### src/rtl/twb_pkg.sv
package twb_pkg;
  localparam int DW     = 8;
  localparam int AW     = DW - 1;
  localparam int CW     = $clog2(DW + 1);
  localparam int REG_AW = 3;

  localparam logic [REG_AW-1:0] OFS_CTRLA  = 3'd0;
  localparam logic [REG_AW-1:0] OFS_CTRLB  = 3'd1;
  localparam logic [REG_AW-1:0] OFS_STATUS = 3'd2;
  localparam logic [REG_AW-1:0] OFS_ADDR   = 3'd3;
  localparam logic [REG_AW-1:0] OFS_DATA   = 3'd4;

  localparam logic [1:0] CMD_QUIT = 2'b10;
  localparam logic [1:0] CMD_RESP = 2'b11;

  typedef enum logic [3:0] {
    ST_IDLE, ST_ADDR, ST_AHOLD, ST_ACK, ST_RX, ST_RHOLD,
    ST_THOLD, ST_TX, ST_TACK
  } twb_state_e;
endpackage

### src/rtl/twb_line_sync.sv
module twb_line_sync #(
  parameter int STAGES = 2
) (
  input  logic clk,
  input  logic rst_n,
  input  logic scl_i,
  input  logic sda_i,
  output logic scl_s,
  output logic sda_s,
  output logic scl_rise,
  output logic scl_fall,
  output logic start_p,
  output logic stop_p
);
  logic [STAGES-1:0] scl_c, sda_c;
  logic scl_d, sda_d;

  always_ff @(posedge clk or negedge rst_n) begin
    if (!rst_n) begin
      scl_c[0] <= 1'b1;
      sda_c[0] <= 1'b1;
    end else begin
      scl_c[0] <= scl_i;
      sda_c[0] <= sda_i;
    end
  end

  for (genvar g = 1; g < STAGES; g++) begin : g_stage
    always_ff @(posedge clk or negedge rst_n) begin
      if (!rst_n) begin
        scl_c[g] <= 1'b1;
        sda_c[g] <= 1'b1;
      end else begin
        scl_c[g] <= scl_c[g-1];
        sda_c[g] <= sda_c[g-1];
      end
    end
  end

  assign scl_s = scl_c[STAGES-1];
  assign sda_s = sda_c[STAGES-1];

  always_ff @(posedge clk or negedge rst_n) begin
    if (!rst_n) begin
      scl_d <= 1'b1;
      sda_d <= 1'b1;
    end else begin
      scl_d <= scl_s;
      sda_d <= sda_s;
    end
  end

  assign scl_rise = scl_s & ~scl_d;
  assign scl_fall = ~scl_s & scl_d;
  assign start_p  = scl_s & scl_d & ~sda_s & sda_d;
  assign stop_p   = scl_s & scl_d & sda_s & ~sda_d;
endmodule

### src/rtl/twb_regs.sv
module twb_regs
  import twb_pkg::*;
(
  input  logic              clk,
  input  logic              rst_n,
  input  logic [REG_AW-1:0] sel,
  input  logic              wr,
  input  logic              rd,
  input  logic [DW-1:0]     wdata,
  input  logic              dif,
  input  logic              apif,
  input  logic              hold,
  input  logic              dir,
  input  logic              ap_addr,
  input  logic              mnack,
  input  logic [DW-1:0]     rx_byte,
  output logic              en,
  output logic              prom,
  output logic              smart,
  output logic              pien,
  output logic [1:0]        int_lvl,
  output logic              ackact,
  output logic [AW-1:0]     own_addr,
  output logic              cmd_resp,
  output logic              cmd_quit,
  output logic              clr_dif,
  output logic              clr_apif,
  output logic              data_rd,
  output logic              data_wr,
  output logic [DW-1:0]     rdata,
  output logic              irq
);
  logic [DW-1:0] ctrla_q, ctrla_n;
  logic          ackact_q, ackact_n;
  logic [AW-1:0] addr_q, addr_n;
  logic          wr_a, wr_b, wr_s, wr_ad, wr_d;

  always_comb begin
    wr_a  = wr && (sel == OFS_CTRLA);
    wr_b  = wr && (sel == OFS_CTRLB);
    wr_s  = wr && (sel == OFS_STATUS);
    wr_ad = wr && (sel == OFS_ADDR);
    wr_d  = wr && (sel == OFS_DATA);
  end

  always_comb begin
    ctrla_n  = wr_a  ? wdata : ctrla_q;
    ackact_n = wr_b  ? wdata[2] : ackact_q;
    addr_n   = wr_ad ? wdata[AW-1:0] : addr_q;
  end

  always_ff @(posedge clk or negedge rst_n) begin
    if (!rst_n) begin
      ctrla_q  <= '0;
      ackact_q <= 1'b0;
      addr_q   <= '0;
    end else begin
      if (wr_a)  ctrla_q  <= ctrla_n;
      if (wr_b)  ackact_q <= ackact_n;
      if (wr_ad) addr_q   <= addr_n;
    end
  end

  assign int_lvl  = ctrla_q[7:6];
  assign en       = ctrla_q[3];
  assign pien     = ctrla_q[2];
  assign prom     = ctrla_q[1];
  assign smart    = ctrla_q[0];
  assign ackact   = ackact_q;
  assign own_addr = addr_q;

  assign cmd_resp = wr_b && (wdata[1:0] == CMD_RESP);
  assign cmd_quit = wr_b && (wdata[1:0] == CMD_QUIT);
  assign clr_dif  = wr_s && wdata[0];
  assign clr_apif = wr_s && wdata[1];
  assign data_wr  = wr_d;
  assign data_rd  = rd && (sel == OFS_DATA);

  always_comb begin
    case (sel)
      OFS_CTRLA:  rdata = ctrla_q;
      OFS_CTRLB:  rdata = {5'b00000, ackact_q, 2'b00};
      OFS_STATUS: rdata = {2'b00, mnack, ap_addr, dir, hold, apif, dif};
      OFS_ADDR:   rdata = {1'b0, addr_q};
      OFS_DATA:   rdata = rx_byte;
      default:    rdata = '0;
    endcase
  end

  assign irq = (int_lvl != 2'b00) &&
               ((ctrla_q[5] && dif) || (ctrla_q[4] && apif));
endmodule

### src/rtl/twb_engine.sv
module twb_engine
  import twb_pkg::*;
(
  input  logic          clk,
  input  logic          rst_n,
  input  logic          en,
  input  logic          prom,
  input  logic          smart,
  input  logic          ackact,
  input  logic          pien,
  input  logic [AW-1:0] own_addr,
  input  logic          scl_rise,
  input  logic          scl_fall,
  input  logic          start_p,
  input  logic          stop_p,
  input  logic          sda_s,
  input  logic          cmd_resp,
  input  logic          cmd_quit,
  input  logic          clr_dif,
  input  logic          clr_apif,
  input  logic          data_rd,
  input  logic          data_wr,
  input  logic [DW-1:0] wdata,
  output logic          scl_oe,
  output logic          sda_oe,
  output logic          dif,
  output logic          apif,
  output logic          ap_addr,
  output logic          dir,
  output logic          mnack,
  output logic [DW-1:0] rx_byte
);
  twb_state_e    st_q, st_n;
  logic [DW-1:0] sh_q, sh_n, txb_q, rx_q, src;
  logic [CW-1:0] cnt_q, cnt_n;
  logic          sda_q, sda_n, acked_q, acked_n;
  logic          dif_q, dif_n, apif_q, apif_n;
  logic          apa_q, apa_n, dir_q, dir_n, mn_q, mn_n;
  logic          rx_ld, release_ev, last_bit;

  always_comb begin
    release_ev = cmd_resp
               | ((st_q == ST_AHOLD) & clr_apif)
               | (((st_q == ST_RHOLD) | (st_q == ST_THOLD)) & clr_dif)
               | ((st_q == ST_RHOLD) & smart & data_rd)
               | ((st_q == ST_THOLD) & data_wr);
    src      = data_wr ? wdata : txb_q;
    last_bit = (cnt_q == CW'(DW));
  end

  always_comb begin
    st_n = st_q; sh_n = sh_q; cnt_n = cnt_q; sda_n = sda_q;
    acked_n = acked_q; dir_n = dir_q; apa_n = apa_q; mn_n = mn_q;
    dif_n  = dif_q  & ~clr_dif;
    apif_n = apif_q & ~clr_apif;
    rx_ld  = 1'b0;
    case (st_q)
      ST_ADDR: begin
        if (scl_rise) begin
          sh_n  = {sh_q[DW-2:0], sda_s};
          cnt_n = cnt_q + 1'b1;
        end else if (scl_fall && last_bit) begin
          if (prom || (sh_q[DW-1:1] == own_addr)) begin
            apif_n = 1'b1;
            apa_n  = 1'b1;
            dir_n  = sh_q[0];
            st_n   = ST_AHOLD;
          end else begin
            st_n = ST_IDLE;
          end
        end
      end
      ST_AHOLD, ST_RHOLD: begin
        if (cmd_quit) begin
          st_n = ST_IDLE;
        end else if (release_ev) begin
          sda_n   = ~ackact;
          acked_n = ~ackact;
          st_n    = ST_ACK;
          if (st_q == ST_AHOLD) apif_n = 1'b0;
          else                  dif_n  = 1'b0;
        end
      end
      ST_ACK: begin
        if (scl_fall) begin
          sda_n = 1'b0;
          if (!acked_q) begin
            st_n = ST_IDLE;
          end else if (dir_q) begin
            dif_n = 1'b1;
            st_n  = ST_THOLD;
          end else begin
            cnt_n = '0;
            st_n  = ST_RX;
          end
        end
      end
      ST_RX: begin
        if (scl_rise) begin
          sh_n  = {sh_q[DW-2:0], sda_s};
          cnt_n = cnt_q + 1'b1;
        end else if (scl_fall && last_bit) begin
          rx_ld = 1'b1;
          dif_n = 1'b1;
          st_n  = ST_RHOLD;
        end
      end
      ST_THOLD: begin
        if (cmd_quit) begin
          dif_n = 1'b0;
          st_n  = ST_IDLE;
        end else if (release_ev) begin
          sh_n  = src;
          sda_n = ~src[DW-1];
          cnt_n = CW'(1);
          dif_n = 1'b0;
          st_n  = ST_TX;
        end
      end
      ST_TX: begin
        if (scl_fall) begin
          if (last_bit) begin
            sda_n = 1'b0;
            st_n  = ST_TACK;
          end else begin
            sda_n = ~sh_q[DW-1-int'(cnt_q)];
            cnt_n = cnt_q + 1'b1;
          end
        end
      end
      ST_TACK: begin
        if (scl_rise) begin
          mn_n = sda_s;
        end else if (scl_fall) begin
          if (mn_q) begin
            st_n = ST_IDLE;
          end else begin
            dif_n = 1'b1;
            st_n  = ST_THOLD;
          end
        end
      end
      default: ;
    endcase

    if (start_p) begin
      st_n  = ST_ADDR;
      cnt_n = '0;
      sda_n = 1'b0;
      mn_n  = 1'b0;
    end else if (stop_p) begin
      st_n  = ST_IDLE;
      sda_n = 1'b0;
      apa_n = 1'b0;
      if (pien) apif_n = 1'b1;
    end

    if (!en) begin
      st_n = ST_IDLE; sda_n = 1'b0; dif_n = 1'b0; apif_n = 1'b0;
      apa_n = 1'b0; dir_n = 1'b0; mn_n = 1'b0;
    end
  end

  always_ff @(posedge clk or negedge rst_n) begin
    if (!rst_n) begin
      st_q    <= ST_IDLE;
      sh_q    <= '0;
      cnt_q   <= '0;
      sda_q   <= 1'b0;
      acked_q <= 1'b0;
      dif_q   <= 1'b0;
      apif_q  <= 1'b0;
      apa_q   <= 1'b0;
      dir_q   <= 1'b0;
      mn_q    <= 1'b0;
      txb_q   <= '0;
      rx_q    <= '0;
    end else begin
      st_q    <= st_n;
      sh_q    <= sh_n;
      cnt_q   <= cnt_n;
      sda_q   <= sda_n;
      acked_q <= acked_n;
      dif_q   <= dif_n;
      apif_q  <= apif_n;
      apa_q   <= apa_n;
      dir_q   <= dir_n;
      mn_q    <= mn_n;
      if (data_wr) txb_q <= wdata;
      if (rx_ld)   rx_q  <= sh_q;
    end
  end

  assign scl_oe  = (st_q == ST_AHOLD) || (st_q == ST_RHOLD) || (st_q == ST_THOLD);
  assign sda_oe  = sda_q;
  assign dif     = dif_q;
  assign apif    = apif_q;
  assign ap_addr = apa_q;
  assign dir     = dir_q;
  assign mnack   = mn_q;
  assign rx_byte = rx_q;
endmodule

### src/rtl/twb_slave.sv
module twb_slave
  import twb_pkg::*;
#(
  parameter int SYNC_STAGES = 2
) (
  input  logic              clk,
  input  logic              rst_n,
  input  logic              bus_scl_i,
  input  logic              bus_sda_i,
  output logic              scl_oe,
  output logic              sda_oe,
  input  logic [REG_AW-1:0] reg_sel,
  input  logic              reg_wr,
  input  logic              reg_rd,
  input  logic [DW-1:0]     reg_wdata,
  output logic [DW-1:0]     reg_rdata,
  output logic              irq
);
  logic [1:0] rst_pipe;
  logic       rst_n_s;

  always_ff @(posedge clk or negedge rst_n) begin
    if (!rst_n) rst_pipe <= 2'b00;
    else        rst_pipe <= {rst_pipe[0], 1'b1};
  end
  assign rst_n_s = rst_pipe[1];

  logic scl_s, sda_s, scl_rise, scl_fall, start_p, stop_p;
  logic en, prom, smart, pien, ackact;
  logic [1:0] int_lvl;
  logic [AW-1:0] own_addr;
  logic cmd_resp, cmd_quit, clr_dif, clr_apif, data_rd, data_wr;
  logic dif, apif, ap_addr, dir, mnack;
  logic [DW-1:0] rx_byte;

  twb_line_sync #(.STAGES(SYNC_STAGES)) u_sync (
    .clk(clk), .rst_n(rst_n_s), .scl_i(bus_scl_i), .sda_i(bus_sda_i),
    .scl_s(scl_s), .sda_s(sda_s), .scl_rise(scl_rise), .scl_fall(scl_fall),
    .start_p(start_p), .stop_p(stop_p)
  );

  twb_regs u_regs (
    .clk(clk), .rst_n(rst_n_s), .sel(reg_sel), .wr(reg_wr), .rd(reg_rd),
    .wdata(reg_wdata), .dif(dif), .apif(apif), .hold(scl_oe), .dir(dir),
    .ap_addr(ap_addr), .mnack(mnack), .rx_byte(rx_byte), .en(en),
    .prom(prom), .smart(smart), .pien(pien), .int_lvl(int_lvl),
    .ackact(ackact), .own_addr(own_addr), .cmd_resp(cmd_resp),
    .cmd_quit(cmd_quit), .clr_dif(clr_dif), .clr_apif(clr_apif),
    .data_rd(data_rd), .data_wr(data_wr), .rdata(reg_rdata), .irq(irq)
  );

  twb_engine u_eng (
    .clk(clk), .rst_n(rst_n_s), .en(en), .prom(prom), .smart(smart),
    .ackact(ackact), .pien(pien), .own_addr(own_addr),
    .scl_rise(scl_rise), .scl_fall(scl_fall), .start_p(start_p),
    .stop_p(stop_p), .sda_s(sda_s), .cmd_resp(cmd_resp),
    .cmd_quit(cmd_quit), .clr_dif(clr_dif), .clr_apif(clr_apif),
    .data_rd(data_rd), .data_wr(data_wr), .wdata(reg_wdata),
    .scl_oe(scl_oe), .sda_oe(sda_oe), .dif(dif), .apif(apif),
    .ap_addr(ap_addr), .dir(dir), .mnack(mnack), .rx_byte(rx_byte)
  );
endmodule

### config.mk
export PLATFORM = sky130hd
export DESIGN_NAME = twb_slave
export DESIGN_NICKNAME = d
export VERILOG_FILES = /design/src/rtl/twb_pkg.sv /design/src/rtl/twb_line_sync.sv /design/src/rtl/twb_regs.sv /design/src/rtl/twb_engine.sv /design/src/rtl/twb_slave.sv
export SDC_FILE = /design/constraint.sdc
export NUM_CORES = 1
export LEC_CHECK = 0
export CORE_UTILIZATION = 53
export DETAILED_ROUTE_END_ITERATION = 8
export MAX_ROUTING_LAYER = met4
export PLACE_DENSITY_LB_ADDON = 0.2
export SYNTH_ARGS = -nofsm -noshare
export SYNTH_HDL_FRONTEND = slang
export SYNTH_SLANG_ARGS = --single-unit
### constraint.sdc
create_clock -name clk -period 1.95 [get_ports clk]
set_input_delay 0.39 -clock clk [delete_from_list [all_inputs] [get_ports clk]]
set_output_delay 0.39 -clock clk [all_outputs]
set_load 0.005 [all_outputs]
==> summary by stage <==
Critical path
Data arrives at the worst endpoint at between 2000 and 3000 ps. The startpoint type of the worst setup path is a register. The sort of element at the end of the critical path is a register. The maximum fanout along the worst path is 8.

The critical path class is reg -> reg. The required time of the critical path is between 2000 and 2500 ps.

Clock network
The insertion delay of the later-clocked pin in the worst-skew pair is between 300 and 400 ps. The TritonCTS sink count is 63. The H-tree level count is 3.

The tree is rooted in a sky130_fd_sc_hd__clkbuf_8. Clock-pin slew was measured on the worst setup and hold paths at ~80 ps. The CTS buffer count is 9. In this run the deepest clock path goes through 2 buffers.

The clock tree from TritonCTS is built.

Yosys
The most common flop cell mapped by yosys is sky130_fd_sc_hd__dfrtp_1. Sequential cells were found to cover 44.0% of the synthesized design area. The synthesized design contains 0 enable-type register cells.

A synthesized cell averages 10.2 um^2. The async set-reset flop share out of synthesis is between 90% and 100%. The post-synth design cell area is roughly 3600 um^2.

The number of storage elements in the synthesis netlist is 63. The synthesis warning total is 0. The number of nets in the synthesized netlist is 373. In this run, distinct cell masters in the synthesized netlist total 55. Counting every instance in the synthesized netlist gives 354.

Placement
The number of placed instances, taps included, is between 500 and 600. Once detailed placement completed, the half-perimeter wirelength came to slightly above 7000 um. Routability-driven placement finished with a final weighted congestion of about 0.94. The worst-case setup slack after placement is -834 ps. The count of port buffers added during placement is 27.

STA
The final number of max-transition violations was 0. Setup repair after global routing could not meet its margin everywhere. The shortest period the worst path allows is 2380 ps. For the pin with the worst max-slew slack, the measured transition is around 740 ps. Clock skew on the completed layout was measured at ~13 ps. Once routing completed, OpenROAD measured the worst setup slack at -425 ps. The fmax is approximately 420 MHz. The number of hold violations in the final report is 0. The final critical path takes up 122% of the cycle. The worst slew slack as a fraction of its limit is slightly above 50%. The total setup violations reported at the end of the flow is 21.

Layout
The multi-input combinational cells in the finished layout cover a total of roughly 2100 um^2. Cells fill 76.5% of the core in the end. At the end of the flow, the number of nets in the layout was 474.

Of the cells placed in the final design, the portion with a size suffix greater than 1 is between 30% and 40%. Across the whole layout, storage elements account for approximately 1600 um^2. The layout filler cell count is roughly 430. The number of standard cells in the layout, taps in and fillers out is 537.

The area growth from synthesis to layout is 37.3%. The repair_antennas step left the layout with diodes totalling 0.

Routing
Wires add up to 10,600 um. In the routed layout, each cell is associated on average with a via count of ~6.2. The detailed router finished its first iteration with 359 violations. The total iterations of the first detailed-routing run is 7. The final routed wire length divided by cell count is approximately 20 um.

The remaining routing DRC violations is 3. The number of nets still failing antenna checks after routing is 0. The detailed-route via count is roughly 3,300.

Die
The width of the die is between 80 and 90 um. The floorplan step defined a die boundary enclosing 7120 um^2. The height of the chip is approximately 84 um. For this design the top-level I/O count stands at 28. The initial standard-cell utilization of the core is between 50% and 60%. The core region is approximately 6500 um^2. Row generation in the floorplan step produced 29 rows.

Power
The power density relative to cell area is 753 nW/um^2. The standby leakage power is roughly 2 nW. The worst supply voltage drop on vdd is 0.000580 V.

Global route
The overall fraction of global-route tracks in use is 31.7%. The leftover overflow at the end of global routing is 0. The first global-routing pass estimated 16,900 um of wire. The number of global-route vias before repair is 3,280.

The initial antenna violation count is 0. The maximum number of pins on one net before global-route repair is 38.

Status
The flow ran to the end, but the final reports show violations. The checks that failed: DRC, setup timing.

Run
The number of maximum-capacitance constraint violations is 0.

Min path
The path class of the tightest hold or removal check is in -> async.
cell usage in the layout, fill, tap and decap left out, types with 4 or more instances in the layout:
cell	synthesis	final
sky130_fd_sc_hd__buf_4	0	73
sky130_fd_sc_hd__dfrtp_1	57	54
sky130_fd_sc_hd__nor2_1	33	29
sky130_fd_sc_hd__nand2_1	26	26
sky130_fd_sc_hd__mux2_2	27	25
sky130_fd_sc_hd__mux2i_1	25	24
sky130_fd_sc_hd__o21ai_0	26	21
sky130_fd_sc_hd__clkdlybuf4s50_1	0	16
sky130_fd_sc_hd__inv_1	13	13
sky130_fd_sc_hd__nand2b_1	11	9
sky130_fd_sc_hd__clkbuf_8	0	9
sky130_fd_sc_hd__nand3_1	8	8
sky130_fd_sc_hd__buf_6	2	7
sky130_fd_sc_hd__dlygate4sd2_1	0	7
sky130_fd_sc_hd__a21oi_1	11	6
sky130_fd_sc_hd__xnor2_1	6	6
sky130_fd_sc_hd__dfstp_2	6	6
sky130_fd_sc_hd__a21oi_2	0	5
sky130_fd_sc_hd__nand3b_1	5	5
sky130_fd_sc_hd__nor2b_1	6	5
sky130_fd_sc_hd__nor3_1	4	4
sky130_fd_sc_hd__xor2_1	4	4
sky130_fd_sc_hd__a32o_1	4	4
sky130_fd_sc_hd__buf_2	0	4
report_power, final:
group / switching, mW / internal, mW
sequential: 0.138 / 1.47
clock: 0.553 / 0.727
combinational: 0.404 / 0.425
total: 1.10 / 2.62
metrics by stage:
step	cell area (um^2)	setup TNS [ps]	total power, mW	hold slack (ps)
detailed placement	4380	-23170	2.35	272
finish	4940	-6650	3.72	199
global route	4940	-8110	3.86	200
floorplan	3620	-5590	2.04	94.4
CTS	4800	-6750	3.67	198
global placement	4380	-20670	2.33	265
cell families (layout without fill, tap and decap cells):
family | after synthesis | in the layout | synth area share [%]
DFF | 63 | 63 | 44.0
xor gates and xnor gates | 10 | 10 | 2.43
buffers and inverters | 32 | 138 | 3.76
AOI/OAI and AO/OA | 76 | 76 | 15.1
other | 1 | 1 | 0.104
adders and majority gates | 2 | 2 | 0.696
muxes | 54 | 54 | 16.7
and+or+nand+nor | 116 | 116 | 17.3
synthesized netlist by cell type, drive strengths merged, types with 5 or more instances:
library cell  number  area share [%]
dfrtp             57              40
nor2              33             3.4
mux2              27             8.5
nand2             26             2.7
o21ai             26             3.6
mux2i             25             7.0
clkbuf            16             1.7
inv               13             1.4
a21oi             11             1.5
nand2b            11             1.9
nand3              8             1.1
dfstp              6             4.4
nor2b              6             1.0
nor3               6             1.3
xnor2              6             1.5
nand3b             5             1.0
path summary, 6_finish.rpt:
| kind | from | to | slack [ps] | cells past startpoint |
|---|---|---|---|---|
| setup / recovery | u_eng.st_q[0] | u_eng.sh_q[2] | -430 | 8 |
| hold / removal | rst_n | rst_pipe[0] | 200 | 1 |
| setup reg to reg | u_eng.st_q[0] | u_eng.sh_q[2] | -430 | 8 |
| hold reg to reg | rst_pipe[1] | u_eng.txb_q[5] | 260 | 1 |
| max in group asynchronous | rst_pipe[1] | u_eng.st_q[0] | 1240 | 1 |
| min in group clk | u_sync.scl_c[0] | u_sync.scl_s | 360 | 0 |
per-layer routing:
layer	share of wire [%]	wire [um]	vias up	track usage, %
met4	2.4	251	0	10.9
li1	-	-	1481	-
met3	8.2	873	27	6.29
met1	41	4360	1603	42.5
met2	48	5120	201	48.6
met5	0	0	-	-
final cells by class:
class	count	share of cell area (%)
multi-input combinational	259	42.2
sequential	63	32.1
timing repair buffer	109	18.2
clock buffer	10	2.58
tap	77	1.95
clock inverter	6	1.87
inverter	13	0.988
critical path, stage by stage, from the launching register on:
cell and delay, ps:
sky130_fd_sc_hd__dfrtp_2 420, sky130_fd_sc_hd__buf_6 110, sky130_fd_sc_hd__or4b_4 540, sky130_fd_sc_hd__nor3_4 170, sky130_fd_sc_hd__nor3_2 80, sky130_fd_sc_hd__and2_4 180
sky130_fd_sc_hd__a2111oi_4 400, sky130_fd_sc_hd__buf_12 180, sky130_fd_sc_hd__mux2i_1 210
flip-flops by register name, indices dropped and copies added, names as in the netlist, 2 cells and up:
signal	count
u_eng.sh_q	8
u_regs.ctrla_q	8
rst_pipe	2
u_regs.own_addr	7
u_eng.rx_byte	8
u_eng.st_q	4
u_eng.cnt_q	4
u_eng.txb_q	8
repair_timing:
item                       in CTS  in global routing
hold buffers                    0                  0
pin swaps                      16                 12
cloned                          2                  0
gates resized for setup        54                 22
setup endpoints to repair      29                 27
setup buffers                  11                  6
(Power assumes the default switching activity.)
